--- src/rtl/swd_pkg.sv ---
package swd_pkg;
  localparam int NDIG   = 7;
  localparam int NSLOT  = 8;
  localparam int SLOT_W = $clog2(NSLOT);

  typedef logic [3:0] bcd_t;
  typedef logic [6:0] seg_t;

  // segment pattern, bit0 = a ... bit6 = g, active high
  function automatic seg_t bcd_to_seg(bcd_t v);
    case (v)
      4'd0:    return 7'h3F;
      4'd1:    return 7'h06;
      4'd2:    return 7'h5B;
      4'd3:    return 7'h4F;
      4'd4:    return 7'h66;
      4'd5:    return 7'h6D;
      4'd6:    return 7'h7D;
      4'd7:    return 7'h07;
      4'd8:    return 7'h7F;
      4'd9:    return 7'h6F;
      default: return 7'h00;
    endcase
  endfunction

  // next value of a digit of the given radix
  function automatic bcd_t digit_step(bcd_t v, bcd_t radix);
    return (v == bcd_t'(radix - 4'd1)) ? 4'd0 : bcd_t'(v + 4'd1);
  endfunction
endpackage

--- src/rtl/swd_scan.sv ---
module swd_scan
  import swd_pkg::*;
#(
  parameter int SLOT_CLKS = 1000
) (
  input  logic              clk,
  input  logic              rst_n,
  output logic [SLOT_W-1:0] slot,
  output logic              tick
);
  localparam int PW = (SLOT_CLKS > 1) ? $clog2(SLOT_CLKS) : 1;
  localparam logic [PW-1:0] PLAST = PW'(SLOT_CLKS - 1);
  localparam logic [SLOT_W-1:0] SLAST = SLOT_W'(NSLOT - 1);

  logic [PW-1:0] presc;
  logic          slot_adv;

  assign slot_adv = (presc == PLAST);
  assign tick     = slot_adv && (slot == SLAST);

  always_ff @(posedge clk or negedge rst_n) begin
    if (!rst_n) begin
      presc <= '0;
      slot  <= '0;
    end else begin
      presc <= slot_adv ? '0 : PW'(presc + 1'b1);
      if (slot_adv) slot <= (slot == SLAST) ? '0 : SLOT_W'(slot + 1'b1);
    end
  end
endmodule

--- src/rtl/swd_bcd_chain.sv ---
module swd_bcd_chain
  import swd_pkg::*;
#(
  parameter logic [NDIG-1:0][3:0] RADIX = {4'd6, 4'd10, 4'd6, 4'd10, 4'd10, 4'd10, 4'd10}
) (
  input  logic                 clk,
  input  logic                 rst_n,
  input  logic                 tick,
  input  logic                 enable,
  input  logic                 clear,
  output bcd_t [NDIG-1:0]      digits,
  output logic                 at_max
);
  logic [NDIG:0]   carry;
  logic [NDIG-1:0] top;

  assign at_max   = &top;
  assign carry[0] = tick && enable && !at_max;

  for (genvar d = 0; d < NDIG; d++) begin : g_dig
    assign top[d]     = (digits[d] == bcd_t'(RADIX[d] - 4'd1));
    assign carry[d+1] = carry[d] && top[d];

    always_ff @(posedge clk or negedge rst_n) begin
      if (!rst_n)        digits[d] <= '0;
      else if (clear)    digits[d] <= '0;
      else if (carry[d]) digits[d] <= digit_step(digits[d], RADIX[d]);
    end
  end
endmodule

--- src/rtl/swd_display.sv ---
module swd_display
  import swd_pkg::*;
#(
  parameter int LEAD_BLANK = 3
) (
  input  logic [SLOT_W-1:0] slot,
  input  bcd_t [NDIG-1:0]   digits,
  input  logic              blank_all,
  output logic [NDIG-1:0]   digit_en,
  output seg_t              seg
);
  logic [NDIG-1:0] lead;
  bcd_t            sel;
  logic            hide;

  for (genvar d = NDIG - 1; d >= 0; d--) begin : g_lead
    if (d == NDIG - 1) begin : g_top
      assign lead[d] = (digits[d] == 4'd0);
    end else if (d >= NDIG - LEAD_BLANK) begin : g_mid
      assign lead[d] = lead[d+1] && (digits[d] == 4'd0);
    end else begin : g_low
      assign lead[d] = 1'b0;
    end
  end

  always_comb begin
    sel      = '0;
    hide     = 1'b0;
    digit_en = '0;
    for (int d = 0; d < NDIG; d++) begin
      if (slot == SLOT_W'(d)) begin
        sel         = digits[d];
        hide        = lead[d];
        digit_en[d] = 1'b1;
      end
    end
    seg = (blank_all || hide || !(|digit_en)) ? '0 : bcd_to_seg(sel);
  end
endmodule

--- src/rtl/swd_timer.sv ---
module swd_timer
  import swd_pkg::*;
#(
  parameter int SLOT_CLKS = 1000,
  parameter logic [6:0][3:0] DIGIT_RADIX = {4'd6, 4'd10, 4'd6, 4'd10, 4'd10, 4'd10, 4'd10}
) (
  input  logic       clk,
  input  logic       rst_n,
  input  logic       enable_count,
  input  logic       reset_count,
  input  logic       blank_display,
  output logic [6:0] digit_en,
  output logic [6:0] seg,
  output logic       ov_flag
);
  logic [SLOT_W-1:0] slot;
  logic              tick;
  bcd_t [NDIG-1:0]   digits;
  logic              at_max;
  logic [4*NDIG-1:0] cnt_flat;
  logic              cnt_zero;

  swd_scan #(.SLOT_CLKS(SLOT_CLKS)) u_scan (
    .clk(clk), .rst_n(rst_n), .slot(slot), .tick(tick)
  );

  swd_bcd_chain #(.RADIX(DIGIT_RADIX)) u_chain (
    .clk(clk), .rst_n(rst_n), .tick(tick), .enable(enable_count),
    .clear(reset_count), .digits(digits), .at_max(at_max)
  );

  swd_display #(.LEAD_BLANK(3)) u_disp (
    .slot(slot), .digits(digits), .blank_all(blank_display),
    .digit_en(digit_en), .seg(seg)
  );

  assign cnt_flat = digits;
  assign cnt_zero = (cnt_flat == '0);
  assign ov_flag  = at_max;
endmodule

--- config.mk ---
export PLATFORM = sky130hd
export DESIGN_NAME = swd_timer
export DESIGN_NICKNAME = d
export VERILOG_FILES = /design/src/rtl/swd_pkg.sv /design/src/rtl/swd_scan.sv /design/src/rtl/swd_bcd_chain.sv /design/src/rtl/swd_display.sv /design/src/rtl/swd_timer.sv
export SDC_FILE = /design/constraint.sdc
export NUM_CORES = 1
export LEC_CHECK = 0
export CAP_MARGIN = 15
export CORE_UTILIZATION = 60
export DETAILED_ROUTE_END_ITERATION = 16
export DONT_BUFFER_PORTS = 1
export PLACE_DENSITY = 0.85
export SLEW_MARGIN = 20
export SYNTH_ARGS = -nofsm -noshare
export SYNTH_HDL_FRONTEND = slang
export SYNTH_SLANG_ARGS = --single-unit
--- constraint.sdc ---
create_clock -name clk -period 8.1 [get_ports clk]
set_input_delay 0.81 -clock clk [delete_from_list [all_inputs] [get_ports clk]]
set_output_delay 0.81 -clock clk [all_outputs]
set_load 0.03 [all_outputs]
==> reports/results.ini, run 1 <==
[global_route]
grt_max_degree=42
antenna_found_initial=0
grt_pass1_wl_um=10700
track_usage_pct=25.6
grt_pass1_vias=2345
overflow=0

[synthesis]
ys.flop_type=dfrtp_1
ys_top_cells_by_count=dfrtp_1, nor2_1, nand2_1, ha_1
syn_inst=349
ys_ff_latch=41
synthArstFlopShare_pct=100
synth_warnings=0
synth-compound-area-share_pct=18.4
synth_xor_xnor_area_share_pct=2.82
synth_top_area_share_pct=33.0
yosysMostFrequentCell=dfrtp_1
yosys.area.top_type=dfrtp_1
synth.cell_area_um2=3110
synth_mux_area_share_pct=2.33
synth_edf_count=0
synth.area.top_cells=dfrtp_1, ha_1, nor2_1, nand2_1, a21oi_1
syn_nets=383
synth.distinct_cells=69
synth_top_family_by_area=simple AND/OR/NAND/NOR gates
postSynthAreaPerCell_um2=8.91
synth-simple-area-share_pct=26.8
synth_adder_area_share_pct=11.7
seq_area_frac_synth_pct=33.0

[pwr]
ir_drop_uv=136
power_density_nw_per_um2=116
p_total_uw=375
p_leak_nw=1.43

[floorplan]
io_pins=20
dieHeight_um=74.0
initial_core_util_pct=64.1
die-width_um=74.0
core_area_um2=4850
die_area_um2=5470
row_count=25

[layout]
num_antenna_cells=0
fillCellCount=402
fin_nets=376
area_delta_synth_final_pct=3.91
drive_gt1_share_pct=8.45

[sta]
final-hold-violation-count=0
tns_ns=0
rsz0062_at_grt=no
fmax_ghz=0.208
tightest_slew_ns=0.978
finalSetupViolations=0
slew_headroom_pct=34.2
fin_ws_ns=3.28
fin_skew_ns=0.00569
fin_crit_ns=4.82
drv_slew=0
timing.final.crit_share_pct=59.5

[detailed_routing]
wl_per_cell_um=15.8
viasPerCell=6.11
drt_iter0_markers=236
ant_nets=0
dr_total_vias=2504
wl_um=6470
first_pass_iters=5
drc=0

[cts]
cts_root_buffer=clkbuf_8
cts.sinks=41
cts.clk_slew.worst_paths_ns=0.08
post_cts_resized=0
numCtsBuffers=5
clock_path_buffers=2
cts_tree=yes
insertion_delay_ns=0.30
cts_setup_buffers=0
holdBufCountCts=0
cts_htree_levels=2

[setup_path]
end_kind=output pin
r2r_start=u_chain.digits[1]
worstPathRequired_ns=7.29
worst_r2r_endpoint=u_chain.digits[27]
cp-start-kind=flop
critPathMaxFanout=14
r2r_slack_ns=5.48
crit_type=flop to output pin
rr_worst_depth=8
cp.arrival_ns=4.01

[status]
outcome=completed

[worst_hold_path]
hp-class=input pin to asynchronous set/reset pin

[place]
gp_congestion=0.887
dpl.hpwl_um=4710
place_ws_ns=3.64
portBuffers=0

[flow_run]
maxCapViolCount=0

## worst max path at each step
stage	slack [ns]	end	start	cells past startpoint
3_3_place_gp	3.82	seg[3]	u_scan.slot[2]	10
2_1_floorplan	4.08	seg[0]	u_scan.slot[0]	11
4_1_cts	3.31	seg[3]	u_scan.slot[2]	10
6_report	3.28	seg[3]	u_scan.slot[2]	10
5_1_grt	3.00	seg[0]	u_scan.slot[2]	10
3_5_place_dp	3.64	seg[3]	u_scan.slot[2]	10
## area by class of cell
type	instances	area (um2)	share of cell area (%)
Inverter	22	82.6	2.56
Multi-Input combinational cell	272	1930	59.6
Clock inverter	2	38.8	1.20
Sequential cell	41	1030	31.8
Tap cell	67	83.8	2.60
Clock buffer	6	72.6	2.25
## power by group
group | total [mW] | switching [mW] | internal [mW] | leakage (nW)
registers | 0.204 | 0.0000000000000000658 | 0.204 | 0.559
clock network | 0.164 | 0.0718 | 0.0925 | 0.0554
logic | 0.00601 | 0.00464 | 0.00137 | 0.818
## sequential cells by signal (all words and copies together), names as in the netlist
name            cells
u_scan.presc       10
u_scan.slot         3
u_chain.digits     28
## cells by family (layout without fill, tap and decap cells)
| kind of cell | Yosys count | count (layout) |
|---|---|---|
| compound gates | 79 | 79 |
| xor+xnor | 10 | 10 |
| fa+ha+maj | 29 | 29 |
| buf+inv | 36 | 30 |
| flops | 41 | 41 |
| mux | 7 | 7 |
| simple gates | 147 | 147 |
## metrics by stage
| stage | hold slack, ns | area [um2] | instances | utilization [%] |
|---|---|---|---|---|
| after floorplan | 0.443 | 3110 | 349 | - |
| after global routing | 0.183 | 3230 | 410 | 66.6 |
| after detailed placement | 0.482 | 3120 | 402 | 64.3 |
| after global placement | 0.470 | 3120 | 402 | 64.3 |
| final | 0.197 | 3230 | 410 | 66.6 |
| after CTS | 0.190 | 3230 | 410 | 66.6 |
## critical path, stage by stage, from the launching register on
cell	delay, ns
dfrtp_1	0.52
inv_1	0.24
ha_1	0.55
nor2_1	0.16
o21ai_0	0.11
a2bb2oi_1	0.10
a221oi_1	0.60
inv_1	0.16
ha_1	0.25
mux2_2	0.26
a21boi_0	0.76
## cells in the final DEF, fill, tap and decap left out, types with 4 or more instances in the layout
cell / synthesis / layout
and3_1: 6 / 6
nand2_1: 33 / 33
inv_1: 22 / 22
and2_1: 4 / 4
nor2b_1: 10 / 10
or3_1: 6 / 6
xor2_1: 7 / 7
mux2i_1: 5 / 5
nand3_1: 12 / 12
dfrtp_1: 41 / 41
nor2_1: 35 / 35
a21boi_0: 4 / 4
a21oi_1: 22 / 22
o21ai_0: 15 / 15
and3b_1: 7 / 7
ha_1: 29 / 29
nand3b_1: 6 / 6
clkbuf_8: 0 / 5
## layer usage
| metal | vias up | wire length, um | track usage, % | share of wire [%] |
|---|---|---|---|---|
| met2 | 80 | 3030 | 42.6 | 47 |
| met3 | 8 | 461 | 6.78 | 7.1 |
| met1 | 1198 | 2880 | 31.8 | 44 |
| met4 | 0 | 104 | 10.3 | 1.6 |
| met5 | - | 0 | 0 | 0 |
| li1 | 1218 | - | - | - |
No activity file was read; power rests on OpenSTA's default activity.
==> inputs of run 2 (changes only) <==
==> constraint.sdc (replaced) <==
create_clock -name clk -period 4.7 [get_ports clk]
set_input_delay 0.47 -clock clk [delete_from_list [all_inputs] [get_ports clk]]
set_output_delay 0.47 -clock clk [all_outputs]
set_load 0.03 [all_outputs]
==> reports/results.ini, run 2 (same netlist as run 1, synthesis figures left out) <==
[cts]
cts.sinks=41
cts_root_buffer=clkbuf_8
cts_htree_levels=2
cts.clk_slew.worst_paths_ns=0.08
insertion_delay_ns=0.29
clock_path_buffers=2
cts_tree=yes
post_cts_resized=0
numCtsBuffers=5

[floorplan]
row_count=25
dieHeight_um=74.0
io_pins=20
initial_core_util_pct=64.1
die-width_um=74.0
core_area_um2=4850
die_area_um2=5470

[global_route]
grt_max_degree=42
grt_pass1_wl_um=11300
antenna_found_initial=0
overflow=0
grt_pass1_vias=2449
track_usage_pct=27.2

[detailed_routing]
viasPerCell=6.12
dr_total_vias=2545
wl_per_cell_um=15.9
first_pass_iters=4
drt_iter0_markers=172
drc=0
wl_um=6630
ant_nets=0

[place]
dpl.hpwl_um=4840
place_ws_ns=0.987
gp_congestion=0.882
portBuffers=0
placed_area_um2=3160

[layout]
fin_nets=382
area_delta_synth_final_pct=5.92
drive_gt1_share_pct=10.0
largest_reg_flops=28
fin_area_um2=3290
largestRegisters=u_chain.digits (28), u_scan.presc (10), u_scan.slot (3)
fillCellCount=398
layout_common_cells=dfrtp_1, nor2_1, nand2_1
regMostFlops=u_chain.digits
num_antenna_cells=0
layout_commonest_cell=dfrtp_1

[sta]
rsz0062_at_grt=no
whs_ns=0.00895
fmax_ghz=0.244
drv_slew=0
fin_skew_ns=0.00573
slew_headroom_pct=39.0
tns_ns=0
fin_ws_ns=0.597
final-hold-violation-count=0
finalSetupViolations=0
timing.final.crit_share_pct=87.3
tightest_slew_ns=0.906
fin_crit_ns=4.10

[pwr]
power_density_nw_per_um2=204
p_total_uw=670
p_leak_nw=1.47
ir_drop_uv=133

[setup_path]
critPathMaxFanout=14
crit_type=flop to output pin
crit_path_max_incr_delay_ns=0.59
worstPathCellList=inv_1 > ha_1 > nor2_1 > o21ai_0 > a2bb2oi_1 > a221oi_1 > inv_1 > ha_1 > mux2_2 > a21boi_0 > buf_4
cp.arrival_ns=3.63
end_kind=output pin
rr_worst_depth=7
worstPathRequired_ns=4.23
cp_slowest_cell=a221oi_1
cp-start-kind=flop

[status]
outcome=completed

[flow_run]
maxCapViolCount=0

[worst_hold_path]
hp-class=input pin to asynchronous set/reset pin

run 2: timing repair:
item                                    CTS  global route
buffers inserted                          0             0
endpoints found under the hold margin    41             0
endpoints found under the setup margin    0             0
hold buffers                              1             0
run 2: path summary, 6_finish.rpt:
check | slack [ns] | to | from
setup / recovery | 0.60 | seg[0] | u_scan.slot[2]
hold / removal | 0.009 | u_chain.digits[27] | rst_n
setup reg to reg | 2.15 | u_chain.digits[27] | u_chain.digits[0]
hold reg to reg | 0.49 | u_scan.presc[0] | u_scan.presc[0]
max in group asynchronous | 4.48 | u_scan.slot[1] | rst_n
min in group clk | 0.22 | u_chain.digits[21] | reset_count
run 2: through the flow:
stage / instances / util [%]
CTS: 416 / 67.9
finish: 416 / 67.9
global route: 416 / 67.9
detailed placement: 407 / 65.1
floorplan: 349 / -
global placement: 407 / 65.1
run 2: per-layer routing:
layer	up-vias	wire (um)	GRT usage, %
met5	-	0	0
met3	11	395	6.78
met2	53	3280	47.0
li1	1232	-	-
met1	1249	2840	33.7
met4	0	103	7.69
run 2: area by class of cell:
type,count,area [um2],area share [%]
multi-input combinational,272,1930,58.5
sequential,41,1030,31.2
clock buffer,7,86.3,2.62
tap,67,83.8,2.55
inverter,22,82.6,2.51
timing repair buffer,6,57.6,1.75
clock inverter,1,30.0,0.912
run 2: power breakdown:
| group | leakage [nW] | switching (mW) | internal [mW] |
|---|---|---|---|
| clock | 0.0585 | 0.122 | 0.173 |
| sequential | 0.559 | 0.000000000000000111 | 0.352 |
| combinational | 0.851 | 0.0158 | 0.00688 |
run 2: critical path, delay by kind of cell, from the launching register on:
family	cells	cell delay, ns
adder cells (fa/ha/maj)	2	0.78
multiplexers	1	0.25
buffers and inverters	3	0.58
flip-flops	1	0.52
AND/OR/NAND/NOR	1	0.17
AO/OA/AOI/OAI	4	1.04
